File: src/rtl/dis_pkg.sv
package dis_pkg;

  typedef enum logic [1:0] {
    U_ADD = 2'd0,
    U_SHF = 2'd1,
    U_MUL = 2'd2
  } unit_e;

  localparam int NUM_UNITS = 3;

  function automatic unit_e unit_of(input logic [1:0] cls);
    if (cls[1])      return U_MUL;
    else if (cls[0]) return U_SHF;
    else             return U_ADD;
  endfunction

endpackage

File: src/rtl/fu_slot.sv
// Tracks the single result a functional unit may hold.
module fu_slot #(
  parameter int RW   = 3,
  parameter int CW   = 2,
  parameter int SEQW = 4,
  parameter int LAT  = 1
) (
  input  logic            clk,
  input  logic            rst,
  input  logic            load,
  input  logic [RW-1:0]   ld_dst,
  input  logic [SEQW-1:0] ld_seq,
  input  logic            grant,
  output logic            vld,
  output logic [RW-1:0]   dst,
  output logic [CW-1:0]   rem,
  output logic [SEQW-1:0] seq
);

  always_ff @(posedge clk) begin
    if (rst) begin
      vld <= 1'b0;
      dst <= '0;
      rem <= '0;
      seq <= '0;
    end else if (load) begin
      vld <= 1'b1;
      dst <= ld_dst;
      rem <= CW'(LAT);
      seq <= ld_seq;
    end else if (grant) begin
      vld <= 1'b0;
    end else if (vld && rem > CW'(1)) begin
      rem <= rem - CW'(1);
    end
  end

endmodule

File: src/rtl/hazard_chk.sv
// Read-after-write and write-after-write detection for one issue slot.
module hazard_chk #(
  parameter int NU = 3,
  parameter int RW = 3,
  parameter int CW = 2
) (
  input  logic [NU-1:0] fvld,
  input  logic [RW-1:0] fdst [NU],
  input  logic [CW-1:0] frem [NU],
  input  logic [NU-1:0] gnt,
  input  logic [RW-1:0] dst,
  input  logic [RW-1:0] sa,
  input  logic [RW-1:0] sb,
  input  logic [CW-1:0] lat,
  output logic          raw_hit,
  output logic          waw_hit
);

  logic [CW-1:0] eff [NU];

  always_comb begin
    raw_hit = 1'b0;
    waw_hit = 1'b0;
    for (int i = 0; i < NU; i++) begin
      // cycles after the coming edge until this entry finishes
      eff[i] = (frem[i] > CW'(1)) ? frem[i] - CW'(1) : CW'(1);
      if (fvld[i] && (fdst[i] == sa || fdst[i] == sb))
        raw_hit = 1'b1;
      if (fvld[i] && !gnt[i] && fdst[i] == dst && eff[i] >= lat)
        waw_hit = 1'b1;
    end
  end

endmodule

File: src/rtl/wb_pick.sv
// Grants the two writeback ports to the oldest finished results.
module wb_pick #(
  parameter int NU   = 3,
  parameter int SEQW = 4,
  parameter int IW   = 2
) (
  input  logic [NU-1:0]   done,
  input  logic [SEQW-1:0] seq [NU],
  output logic [NU-1:0]   gnt,
  output logic            p0_vld,
  output logic [IW-1:0]   p0_idx,
  output logic            p1_vld,
  output logic [IW-1:0]   p1_idx
);

  function automatic logic older(input logic [SEQW-1:0] a, input logic [SEQW-1:0] b);
    logic [SEQW-1:0] d;
    d = a - b;
    return d[SEQW-1];
  endfunction

  always_comb begin
    int rk;
    gnt    = '0;
    p0_vld = 1'b0;
    p0_idx = '0;
    p1_vld = 1'b0;
    p1_idx = '0;
    for (int i = 0; i < NU; i++) begin
      rk = 0;
      for (int j = 0; j < NU; j++)
        if (j != i && done[j] && older(seq[j], seq[i]))
          rk = rk + 1;
      gnt[i] = done[i] && (rk < 2);
      if (done[i] && rk == 0) begin
        p0_vld = 1'b1;
        p0_idx = IW'(i);
      end
      if (done[i] && rk == 1) begin
        p1_vld = 1'b1;
        p1_idx = IW'(i);
      end
    end
  end

endmodule

File: src/rtl/dual_issue_stage.sv
module dual_issue_stage
  import dis_pkg::*;
#(
  parameter int RW      = 3,
  parameter int LAT_ADD = 1,
  parameter int LAT_SHF = 1,
  parameter int LAT_MUL = 2,
  parameter int SEQW    = 4
) (
  input  logic          clk,
  input  logic          rst,
  input  logic          s0_vld,
  input  logic [1:0]    s0_cls,
  input  logic [RW-1:0] s0_dst,
  input  logic [RW-1:0] s0_sa,
  input  logic [RW-1:0] s0_sb,
  input  logic          s1_vld,
  input  logic [1:0]    s1_cls,
  input  logic [RW-1:0] s1_dst,
  input  logic [RW-1:0] s1_sa,
  input  logic [RW-1:0] s1_sb,
  output logic          s0_take,
  output logic          s1_take,
  output logic          wb0_vld,
  output logic [RW-1:0] wb0_reg,
  output logic          wb1_vld,
  output logic [RW-1:0] wb1_reg
);

  localparam int NU   = NUM_UNITS;
  localparam int LMAX = (LAT_MUL > LAT_ADD ? (LAT_MUL > LAT_SHF ? LAT_MUL : LAT_SHF)
                                           : (LAT_ADD > LAT_SHF ? LAT_ADD : LAT_SHF));
  localparam int CW   = $clog2(LMAX + 1);
  localparam int IW   = $clog2(NU);

  function automatic logic [CW-1:0] lat_of(input unit_e u);
    case (u)
      U_ADD:   return CW'(LAT_ADD);
      U_SHF:   return CW'(LAT_SHF);
      default: return CW'(LAT_MUL);
    endcase
  endfunction

  logic [NU-1:0]   f_vld, f_done, gnt, free_u, load;
  logic [RW-1:0]   f_dst  [NU];
  logic [CW-1:0]   f_rem  [NU];
  logic [SEQW-1:0] f_seq  [NU];
  logic [RW-1:0]   ld_dst [NU];
  logic [SEQW-1:0] ld_seq [NU];
  logic [SEQW-1:0] seq_q;

  unit_e         u0, u1;
  logic [CW-1:0] l0, l1;
  logic [RW-1:0] sl_dst [2];
  logic [RW-1:0] sl_sa  [2];
  logic [RW-1:0] sl_sb  [2];
  logic [CW-1:0] sl_lat [2];
  logic [1:0]    raw, waw;
  logic          ok0, ok1, pair_ok;

  logic          p0_vld, p1_vld;
  logic [IW-1:0] p0_idx, p1_idx;

  genvar gi;
  generate
    for (gi = 0; gi < NU; gi++) begin : g_fu
      localparam int LAT = (gi == 0) ? LAT_ADD : (gi == 1) ? LAT_SHF : LAT_MUL;
      fu_slot #(.RW(RW), .CW(CW), .SEQW(SEQW), .LAT(LAT)) u_fu (
        .clk    (clk),
        .rst    (rst),
        .load   (load[gi]),
        .ld_dst (ld_dst[gi]),
        .ld_seq (ld_seq[gi]),
        .grant  (gnt[gi]),
        .vld    (f_vld[gi]),
        .dst    (f_dst[gi]),
        .rem    (f_rem[gi]),
        .seq    (f_seq[gi])
      );
      assign f_done[gi] = f_vld[gi] && (f_rem[gi] == CW'(1));
    end
  endgenerate

  wb_pick #(.NU(NU), .SEQW(SEQW), .IW(IW)) u_pick (
    .done   (f_done),
    .seq    (f_seq),
    .gnt    (gnt),
    .p0_vld (p0_vld),
    .p0_idx (p0_idx),
    .p1_vld (p1_vld),
    .p1_idx (p1_idx)
  );

  always_comb begin
    u0 = unit_of(s0_cls);
    u1 = unit_of(s1_cls);
    l0 = lat_of(u0);
    l1 = lat_of(u1);
    sl_dst[0] = s0_dst; sl_sa[0] = s0_sa; sl_sb[0] = s0_sb; sl_lat[0] = l0;
    sl_dst[1] = s1_dst; sl_sa[1] = s1_sa; sl_sb[1] = s1_sb; sl_lat[1] = l1;
  end

  generate
    for (gi = 0; gi < 2; gi++) begin : g_hz
      hazard_chk #(.NU(NU), .RW(RW), .CW(CW)) u_hz (
        .fvld    (f_vld),
        .fdst    (f_dst),
        .frem    (f_rem),
        .gnt     (gnt),
        .dst     (sl_dst[gi]),
        .sa      (sl_sa[gi]),
        .sb      (sl_sb[gi]),
        .lat     (sl_lat[gi]),
        .raw_hit (raw[gi]),
        .waw_hit (waw[gi])
      );
    end
  endgenerate

  // a unit is free when empty or when its result leaves at this edge
  assign free_u = ~f_vld | gnt;

  always_comb begin
    ok0     = s0_vld && free_u[u0] && !raw[0] && !waw[0];
    pair_ok = (u1 != u0) && (s1_sa != s0_dst) && (s1_sb != s0_dst)
              && !((s1_dst == s0_dst) && (l0 >= l1));
    ok1     = ok0 && s1_vld && free_u[u1] && !raw[1] && !waw[1] && pair_ok;
    for (int i = 0; i < NU; i++) begin
      load[i]   = (ok0 && int'(u0) == i) || (ok1 && int'(u1) == i);
      ld_dst[i] = (ok0 && int'(u0) == i) ? s0_dst : s1_dst;
      ld_seq[i] = (ok0 && int'(u0) == i) ? seq_q : seq_q + SEQW'(1);
    end
  end

  assign s0_take = ok0;
  assign s1_take = ok1;

  always_ff @(posedge clk) begin
    if (rst) begin
      seq_q   <= '0;
      wb0_vld <= 1'b0;
      wb0_reg <= '0;
      wb1_vld <= 1'b0;
      wb1_reg <= '0;
    end else begin
      seq_q   <= seq_q + SEQW'(ok0) + SEQW'(ok1);
      wb0_vld <= p0_vld;
      wb0_reg <= f_dst[p0_idx];
      wb1_vld <= p1_vld;
      wb1_reg <= f_dst[p1_idx];
    end
  end

endmodule

File: config.mk
export PLATFORM = sky130hd
export DESIGN_NAME = dual_issue_stage
export DESIGN_NICKNAME = d
export VERILOG_FILES = /design/src/rtl/dis_pkg.sv /design/src/rtl/fu_slot.sv /design/src/rtl/hazard_chk.sv /design/src/rtl/wb_pick.sv /design/src/rtl/dual_issue_stage.sv
export SDC_FILE = /design/constraint.sdc
export NUM_CORES = 1
export LEC_CHECK = 0
export CAP_MARGIN = 10
export CORE_UTILIZATION = 50
export CTS_BUF_LIST = sky130_fd_sc_hd__clkbuf_4 sky130_fd_sc_hd__clkbuf_8
export CTS_CLUSTER_SIZE = 30
export DETAILED_ROUTE_END_ITERATION = 10
export HOLD_SLACK_MARGIN = 0.15
export PLACE_DENSITY = 0.78
export SYNTH_ARGS = -nofsm -noshare
export SYNTH_HDL_FRONTEND = slang
export SYNTH_SLANG_ARGS = --single-unit
File: constraint.sdc
create_clock -name clk -period 9.52 [get_ports clk]
set_input_delay 0.952 -clock clk [delete_from_list [all_inputs] [get_ports clk]]
set_output_delay 0.952 -clock clk [all_outputs]
set_load 0.05 [all_outputs]
# ---- Word level (Yosys, flattened, before mapping)
# Cells that the tools add are included.
dict set report op_classes {
  n_addsub 15
  n_lt_le_gt_ge 17
  eq_ne 37
  n_mux 68
  bitwise 7
  n_reduce_logical 101
}
# op count
set ops {}
lappend ops {{equality test 32 x 2 -> 1 bit (second input constant)} 3}
lappend ops {{zero test 32 bit} 3}
lappend ops {{< comparator 32 x 3 -> 1 bit (second input constant)} 3}
lappend ops {{2-to-1 mux 32 bit} 3}
lappend ops {{logical AND 1 bit} 60}
lappend ops {{equality test 3 bit} 19}
lappend ops {{2-to-1 mux 1 bit} 39}
lappend ops {{adder 32 x 2 -> 32 bit (second input constant)} 1}
lappend ops {{2-to-1 mux 2 bit} 12}
lappend ops {{subtractor 4 bit} 6}
lappend ops {{2-to-1 mux 3 bit} 7}
lappend ops {{greater-or-equal comparator 2 bit} 7}
lappend ops {{binary-select mux 3 bit (select 2 bit)} 2}
lappend ops {{2-to-1 mux 4 bit} 3}
lappend ops {{AND reduction 2 bit} 6}
lappend ops {{nonzero test 2 bit} 6}
lappend ops {{equality test 2 x 1 -> 1 bit (second input constant)} 5}
lappend ops {{OR reduction 2 bit} 5}
lappend ops {{logical OR 1 bit} 9}
lappend ops {{adder 4 x 1 -> 4 bit} 2}
lappend ops {{equality test 2 bit (second input constant)} 4}
lappend ops {{zero test 1 bit} 8}
lappend ops {{zero test 2 bit} 4}
lappend ops {{greater-or-equal comparator 3 bit (second input constant)} 2}
lappend ops {{13 further kinds} 26}
dict set report word_totals {
  ff_bits 42
  inputBits 26
  output_inout_bits 10
  elab_cells 265
}

# ---- Depth between registers and ports, before layout
# Gate-level depths: netlist of run 1.
dict set report depth {
  depth_word 26
  mapped_depth 22
  ltp_nobuf 20
}

# ---- Modules after synthesis
# A second synthesis of run 1 with hierarchy kept.
dict set report unflattened {
  cells_unflattened 451
  area_unflattened_um2 3991.3
}
# module n_inst cells_per_inst area_each_um2 seq_area_each_um2
set modules_own_cells {}
lappend modules_own_cells {dual_issue_stage 1 135 1128.6 240.2}
lappend modules_own_cells {hazard_chk 2 62 483.0 0.0}
lappend modules_own_cells {{fu_slot at g_fu[0].u_fu ...} 2 36 376.6 200.2}
lappend modules_own_cells {wb_pick 1 82 735.7 0.0}
lappend modules_own_cells {{fu_slot at g_fu[2].u_fu} 1 38 407.9 200.2}

# ---- Least setup slack after synthesis of run 1
# No wires, ideal clock.
dict set report synth_path {
  path_type {reg2out}
  from {register g_fu[2].u_fu.seq[1]}
  to {output port s1_take}
  t_arrival_ns 3.042
  required_ns 8.568
  path_slack_ns 5.526
  path_stages_with_launch 16
  path_buffers 2
  cell_sequence {dfxtp_1 -> inv_1 -> ha_1 -> a21o_1 -> a21oi_1 -> xnor2_1 -> nand3_1 -> inv_1 -> ha_1 -> o21ai_1 -> nor4_1 -> nor4_4 -> and3_1 -> buf_4 -> and3_4 -> buf_6}
}
dict set report synth_via {
  elab_chain_len 19
  elab_cells_between_ends 58
  classes_between {add/sub (5); order compare (3); mux (14); bitwise (1); reduce/logical (35)}
}
# item line
set synth_lines {}
lappend synth_lines {{start: declaration} fu_slot.sv:17} ;# output logic [SEQW-1:0] seq
lappend synth_lines {{start signal: assignment} fu_slot.sv:30} ;# seq <= ld_seq;
lappend synth_lines {{branches (longest 13 deep; another with < comparator 32 x 3 -> 1 bit)} --}
lappend synth_lines {{logical AND 1 bit *} dual_issue_stage.sv:124} ;# ok0 = s0_vld && free_u[u0] && !raw[0] && !waw[0];
lappend synth_lines {{named net s0_take} dual_issue_stage.sv:22} ;# output logic s0_take,
lappend synth_lines {{logical AND 1 bit * (5 in series)} dual_issue_stage.sv:127} ;# ok1 = ok0 && s1_vld && free_u[u1] && !raw[1] && !waw[1] && pair_ok;
lappend synth_lines {{end: declaration} dual_issue_stage.sv:23} ;# output logic s1_take,
# Mark *: on every way through the listed nets, which the timed path passes. The select of a mux whose other input is x is not followed.

# ---- Worst setup path in the final report of run 1
dict set report layout_path {
  from {register g_fu[2].u_fu.seq[1]}
  to {output port s1_take}
}
dict set report layout_via {
  elab_chain_len 19
  elab_cells_between_ends 58
  classes_between {add/sub (5); order compare (3); mux (14); bitwise (1); reduce/logical (35)}
}
# item line
set layout_lines {}
lappend layout_lines {{branches (longest 17 deep; another with < comparator 32 x 3 -> 1 bit)} --}
lappend layout_lines {{logical AND 1 bit * (2 in series)} dual_issue_stage.sv:127}
# Every way passes the cells marked *. The select of a mux whose other input is x is not followed.

==> run_results.csv, run 1 <==
group,metric,value,unit
grt,grt_max_degree,44,
cells_and_area,layout_common_cells,"xnor2_1 (58), dfxtp_1 (42), nand2_1 (41)",
grt,grt_use_total,26.6,%
floorplan,rows,31,
cells_and_area,largest_reg_flops,12,
clock_tree,ctsHoldBuffers,0,
clock_tree,worstSkewPairLatency,0.30,ns
setup_path,crit_fanout,12,
floorplan,start_util,51.4,%
setup_path,worstPathArrival,4.51,ns
sta,finalSetupViolations,0,
sta,rsz0062_at_grt,"false",
cells_and_area,multi_input_area,0.00254,mm^2
grt,grt_pass1_vias,3100,
setup_path,crit_required,8.57,ns
setup_path,crit_path_end_kind,"primary output",
drt,drt_iter0_markers,265,
clock_tree,cts-root-buf,"clkbuf_8",
yosys,ys_types,54,
sta,worstMarginPinSlew,0.712,ns
yosys,synth_nets,519,
yosys,ys_seq_area_share,22.7,%
floorplan,die_x,88.2,um
floorplan,fp.dieH,88.2,um
cells_and_area,utilization,56.7,%
sta,min_period,5.46,ns
cells_and_area,final_common_cell,"xnor2_1",
sta,final.setup_skew,0.00740,ns
grt,grt_overflow,0,
cells_and_area,num_antenna_cells,0,
cells_and_area,layout.nets,523,
placement,post-dp-hpwl,7030,um
drt,antenna_left,0,
power_and_ir_drop,vdd_drop_max,0.100,mV
cells_and_area,area.growth.synth_to_final,10.2,%
power_and_ir_drop,p_leak,1.54,nW
clock_tree,tritoncts,"yes",
clock_tree,cts_buffer_depth,2,
yosys,syn-cell-area,0.00371,mm^2
clock_tree,cts_resized,0,
run,maxCapViolations,0,
floorplan,coreArea,0.00721,mm^2
run_status,status,"finished, final reports clean",
sta,fin_ws,4.06,ns
grt,antenna_found_initial,0,
grt,grt_pass1_wl,15800,um
yosys,ys_warn_count,0,
sta,clock.fmax,183,MHz
drt,firstDrtPassIters,4,
sta,tns,0,ns
placement,preCtsSetupSlack,4.38,ns
sta,relSlewSlack,52.4,%
clock_tree,htree_levels,2,
drt,wl_per_cell,16.8,um
cells_and_area,drive_above_1_share,4.31,%
clock_tree,cts_setup_buffers,0,
cells_and_area,n_fill_cell,654,
cells_and_area,final-seq-area,841,um^2
drt,via_per_inst,5.84,
power_and_ir_drop,powerDensity,126,mW/mm^2
setup_path,path_class,"reg2out",
floorplan,die_area,0.00777,mm^2
placement,port-buffer-count,35,
clock_tree,cts.sinks,42,
clock_tree,cts_buffers,5,
sta,slew_viol_final,0,
drt,vias,3286,
setup_path,critPathLaunchType,"register",
floorplan,num_io_pins,36,
drt,routed_wl,9460,um
clock_tree,clk_pin_slew,0.09,ns
sta,min_period_over_period,57.4,%
yosys,synth-seq-cells,42,
sta,hold_viol_final,0,
hold_path,holdCritPathClass,"reg2reg",
drt,drc,0,
cells_and_area,reg.largest.list,"g_fu.u_fu.seq: 12 flops, g_fu.u_fu.dst: 9 flops, g_fu.u_fu.rem: 6 flops",
placement,gp_congestion,0.893,
cells_and_area,top_register,"g_fu.u_fu.seq",
yosys,synth.avg_cell_area,8.09,um^2
yosys,syn_inst,459,
-- per-layer routing --
layer	part of all wire, %	GRT usage (%)	up-vias
met2	46	43.6	150
met5	0	0	-
met4	1.4	7.33	0
met1	44	36.2	1537
met3	8.8	4.52	13
li1	-	-	1586
-- where the power goes --
group	switching, mW	internal (mW)
Combinational	0.0804	0.0706
Sequential	0.0282	0.188
Clock	0.0656	0.0812
-- worst max-delay path, stage by stage (launching register included) --
cell	delay [ns]
dfxtp_1	0.40
inv_1	0.09
ha_1	0.31
a21o_1	0.16
a21oi_1	0.19
xnor2_1	0.10
nand3_1	0.12
inv_1	0.05
ha_1	0.19
o21ai_1	0.41
nor4_1	0.16
nor4_4	0.45
and3_1	0.40
and3_4	0.34
clkdlybuf4s50_1	0.83
-- logic make-up (layout without fill, tap and decap cells) --
| logic type | Yosys count | in the layout | share of synthesized area [%] |
|---|---|---|---|
| xor+xnor | 77 | 77 | 18.2 |
| buf+inv | 68 | 73 | 8.77 |
| mux | 8 | 8 | 2.19 |
| simple gates | 158 | 158 | 22.6 |
| flops | 42 | 42 | 22.7 |
| fa+ha+maj | 34 | 34 | 11.5 |
| compound gates | 72 | 72 | 14.1 |
-- synthesized netlist by cell type, drive strengths merged --
| library cell | number | area (um^2) |
|---|---|---|
| o41ai | 1 | 16.3 |
| a211o | 1 | 8.76 |
| mux2i | 7 | 70.1 |
| nor2 | 25 | 93.8 |
| o31ai | 1 | 7.51 |
| nor2b | 4 | 25.0 |
| inv | 29 | 109 |
| or4 | 1 | 7.51 |
| o21ai | 5 | 25.0 |
| or2 | 2 | 12.5 |
| nand3 | 33 | 170 |
| nand4 | 10 | 68.8 |
| nor4b | 1 | 8.76 |
| o311ai | 1 | 8.76 |
| clkbuf | 16 | 63.8 |
| ha | 34 | 425 |
| buf | 23 | 153 |
| mux2 | 1 | 11.3 |
| o31a | 1 | 8.76 |
| and2 | 6 | 37.5 |
| o22a | 1 | 8.76 |
| a31oi | 14 | 87.6 |
| xor2 | 19 | 166 |
| a2111o | 1 | 11.3 |
| nor3 | 5 | 36.3 |
| a21o | 8 | 60.1 |
| nor3b | 1 | 7.51 |
| nand2 | 41 | 154 |
| nor4 | 9 | 71.3 |
| and3 | 4 | 30.0 |
| or3 | 1 | 6.26 |
| a221o | 2 | 20.0 |
| and4 | 2 | 17.5 |
| nand3b | 3 | 22.5 |
| xnor2 | 58 | 508 |
| dfxtp | 42 | 841 |
| a311oi | 11 | 96.3 |
| nand2b | 10 | 70.1 |
| a211oi | 10 | 75.1 |
| a21oi | 13 | 65.1 |
| a41oi | 2 | 25.0 |
-- path summary, 6_finish.rpt --
| check | startpoint | end | slack [ns] | cells after the start |
|---|---|---|---|---|
| worst max-delay path | g_fu[2].u_fu.seq[1] | s1_take | 4.06 | 14 |
| worst min-delay path | g_fu[0].u_fu.rem[1] | g_fu[0].u_fu.rem[1] | 0.50 | 2 |
| worst max register to register | g_fu[2].u_fu.seq[1] | seq_q[1] | 5.16 | 18 |
| worst min register to register | g_fu[0].u_fu.rem[1] | g_fu[0].u_fu.rem[1] | 0.50 | 2 |
-- per-stage QoR --
stage	hold slack, ns	area (um^2)	std cells	power [mW]
after floorplan	0.456	3710	459	0.331
after global placement	0.469	3980	555	0.363
after detailed placement	0.491	3980	555	0.368
after CTS	0.503	4090	563	0.514
after global routing	0.537	4090	563	0.539
final	0.503	4090	563	0.514
-- final cells by class --
cell class | count | share of cell area [%]
clock buffers | 6 | 1.87
multi-input cells | 349 | 62.2
repair buffers | 36 | 8.75
flip-flops and latches | 42 | 20.6
inverters | 29 | 2.66
well taps | 99 | 3.03
clock inverters | 2 | 0.918
Power figures use the tool's default switching activity.
==> inputs of run 2 (changes only) <==
Settings changed: PLACE_DENSITY 0.78 to 0.81.
Clock period 9.52 ns to 4.5 ns, I/O delays scaled along.
==> run_results.csv, run 2 (synthesized netlist as in run 1, its figures left out) <==
group,metric,value,unit
grt,grt_pass1_wl,15200,um
clock_tree,ctsHoldBuffers,0,
clock_tree,cts-root-buf,"clkbuf_8",
floorplan,fp.dieH,88.2,um
setup_path,worstPathArrival,4.33,ns
clock_tree,worstSkewPairLatency,0.31,ns
sta,relSlewSlack,39.1,%
cells_and_area,top_register,"g_fu.u_fu.seq",
cells_and_area,final_common_cell,"xnor2_1",
grt,grt_pass1_vias,3077,
sta,rsz0062_at_grt,"false",
cells_and_area,layout_common_cells,"xnor2_1 (58), dfxtp_1 (42), nand2_1 (41)",
cells_and_area,area.growth.synth_to_final,10.2,%
sta,worstMarginPinSlew,0.911,ns
sta,min_period,4.17,ns
power_and_ir_drop,powerDensity,253,mW/mm^2
power_and_ir_drop,p_leak,1.55,nW
placement,port-buffer-count,35,
sta,hold_viol_final,0,
sta,slew_viol_final,0,
power_and_ir_drop,intPower,0.665,mW
drt,wl_per_cell,16.1,um
drt,firstDrtPassIters,5,
cells_and_area,reg.largest.list,"g_fu.u_fu.seq: 12 flops, g_fu.u_fu.dst: 9 flops, g_fu.u_fu.rem: 6 flops",
sta,min_period_over_period,92.6,%
placement,post-dp-hpwl,6760,um
setup_path,critPathLaunchType,"register",
clock_tree,cts_buffers,5,
cells_and_area,largest_reg_flops,12,
placement,gp_congestion,0.900,
run_status,status,"finished, final reports clean",
setup_path,crit_path_end_kind,"register",
grt,antenna_found_initial,0,
drt,vias,3265,
clock_tree,cts_buffer_depth,2,
sta,finalSetupViolations,0,
sta,clock.fmax,240,MHz
drt,drc,0,
floorplan,rows,31,
power_and_ir_drop,vdd_drop_max,0.175,mV
setup_path,crit_required,4.66,ns
cells_and_area,layout.nets,525,
power_and_ir_drop,p_sw_share,35.6,%
drt,drt_iter0_markers,268,
floorplan,num_io_pins,36,
floorplan,coreArea,0.00721,mm^2
hold_path,holdCritPathClass,"reg2reg",
cells_and_area,num_antenna_cells,0,
sta,tns,0,ns
cells_and_area,utilization,56.7,%
drt,routed_wl,9120,um
grt,grt_use_total,25.4,%
grt,grt_max_degree,24,
floorplan,die_x,88.2,um
sta,whs,0.499,ns
setup_path,crit_fanout,12,
clock_tree,tritoncts,"yes",
power_and_ir_drop,comb_power_share,30.9,%
sta,final.setup_skew,0.00519,ns
power_and_ir_drop,power.switching,0.368,mW
setup_path,path_class,"reg2reg",
clock_tree,cts.sinks,42,
cells_and_area,n_fill_cell,676,
clock_tree,clk_pin_slew,0.08,ns
power_and_ir_drop,clock_power_share,24.8,%
run,maxCapViolations,0,
clock_tree,cts_setup_buffers,0,
cells_and_area,drive_above_1_share,5.15,%
floorplan,die_area,0.00777,mm^2
floorplan,start_util,51.4,%
grt,grt_overflow,0,
clock_tree,cts_resized,0,
drt,antenna_left,0,
power_and_ir_drop,pwr-share-seq,44.2,%
clock_tree,htree_levels,2,
drt,via_per_inst,5.78,
run 2: cell count changes in the layout (fill, tap and decap cells not counted):
cell,delta
buf_12,+1
clkinv_4,+1
clkinv_2,+1
clkinvlp_4,-1
bufinv_16,-1
clkdlybuf4s50_1,-2
buf_4,+3
run 2: worst paths after layout:
path,slack (ns),startpoint,end,cells after the start
max,0.33,g_fu[2].u_fu.seq[1],seq_q[1],18
min,0.50,g_fu[0].u_fu.rem[1],g_fu[0].u_fu.rem[1],2
max reg2reg,0.33,g_fu[2].u_fu.seq[1],seq_q[1],18
min reg2reg,0.50,g_fu[0].u_fu.rem[1],g_fu[0].u_fu.rem[1],2
run 2: power by group through the flow:
| stage | clock, mW | sequential [mW] | combinational (mW) |
|---|---|---|---|
| 2_1_floorplan | 0 | 0.427 | 0.274 |
| 3_3_place_gp | 0 | 0.461 | 0.307 |
| 3_5_place_dp | 0 | 0.464 | 0.315 |
| 4_1_cts | 0.263 | 0.455 | 0.318 |
| 5_1_grt | 0.274 | 0.461 | 0.350 |
| 6_report | 0.256 | 0.457 | 0.320 |
run 2: routing by layer:
metal / wire length (um) / track usage [%]
met5: 0 / 0
met4: 202 / 8.65
met3: 686 / 3.86
met2: 4170 / 40.5
met1: 4060 / 35.0
run 2: worst max-delay path, stage by stage (launching register included):
cell and delay [ns]:
dfxtp_1 0.39, inv_1 0.08, ha_1 0.32, a21o_1 0.16, a21oi_1 0.18, xnor2_1 0.08
nand3_1 0.11, inv_1 0.05, ha_1 0.19, o21ai_1 0.43, nor4_1 0.16, nor4_4 0.45
and3_1 0.27, and3_4 0.30, xnor2_1 0.09, ha_1 0.22, a21o_1 0.16, ha_1 0.25
nor2b_1 0.13
run 2: cell type report:
| cell class | instances | area [um^2] | area share (%) |
|---|---|---|---|
| repair buffers | 38 | 380 | 9.30 |
| multi-input cells | 349 | 2540 | 62.2 |
| well taps | 99 | 124 | 3.03 |
| inverters | 29 | 109 | 2.66 |
| clock inverters | 2 | 13.8 | 0.337 |
| clock buffers | 6 | 76.3 | 1.87 |
| flip-flops and latches | 42 | 841 | 20.6 |
run 2: stage by stage:
stage	area [um^2]	power, mW	worst slack [ns]	cells
after global placement	4000	0.769	0.537	557
after floorplan	3710	0.701	0.539	459
after global routing	4090	1.09	0.0696	565
after detailed placement	4000	0.779	0.403	557
after CTS	4090	1.04	0.359	565
final	4090	1.03	0.333	565
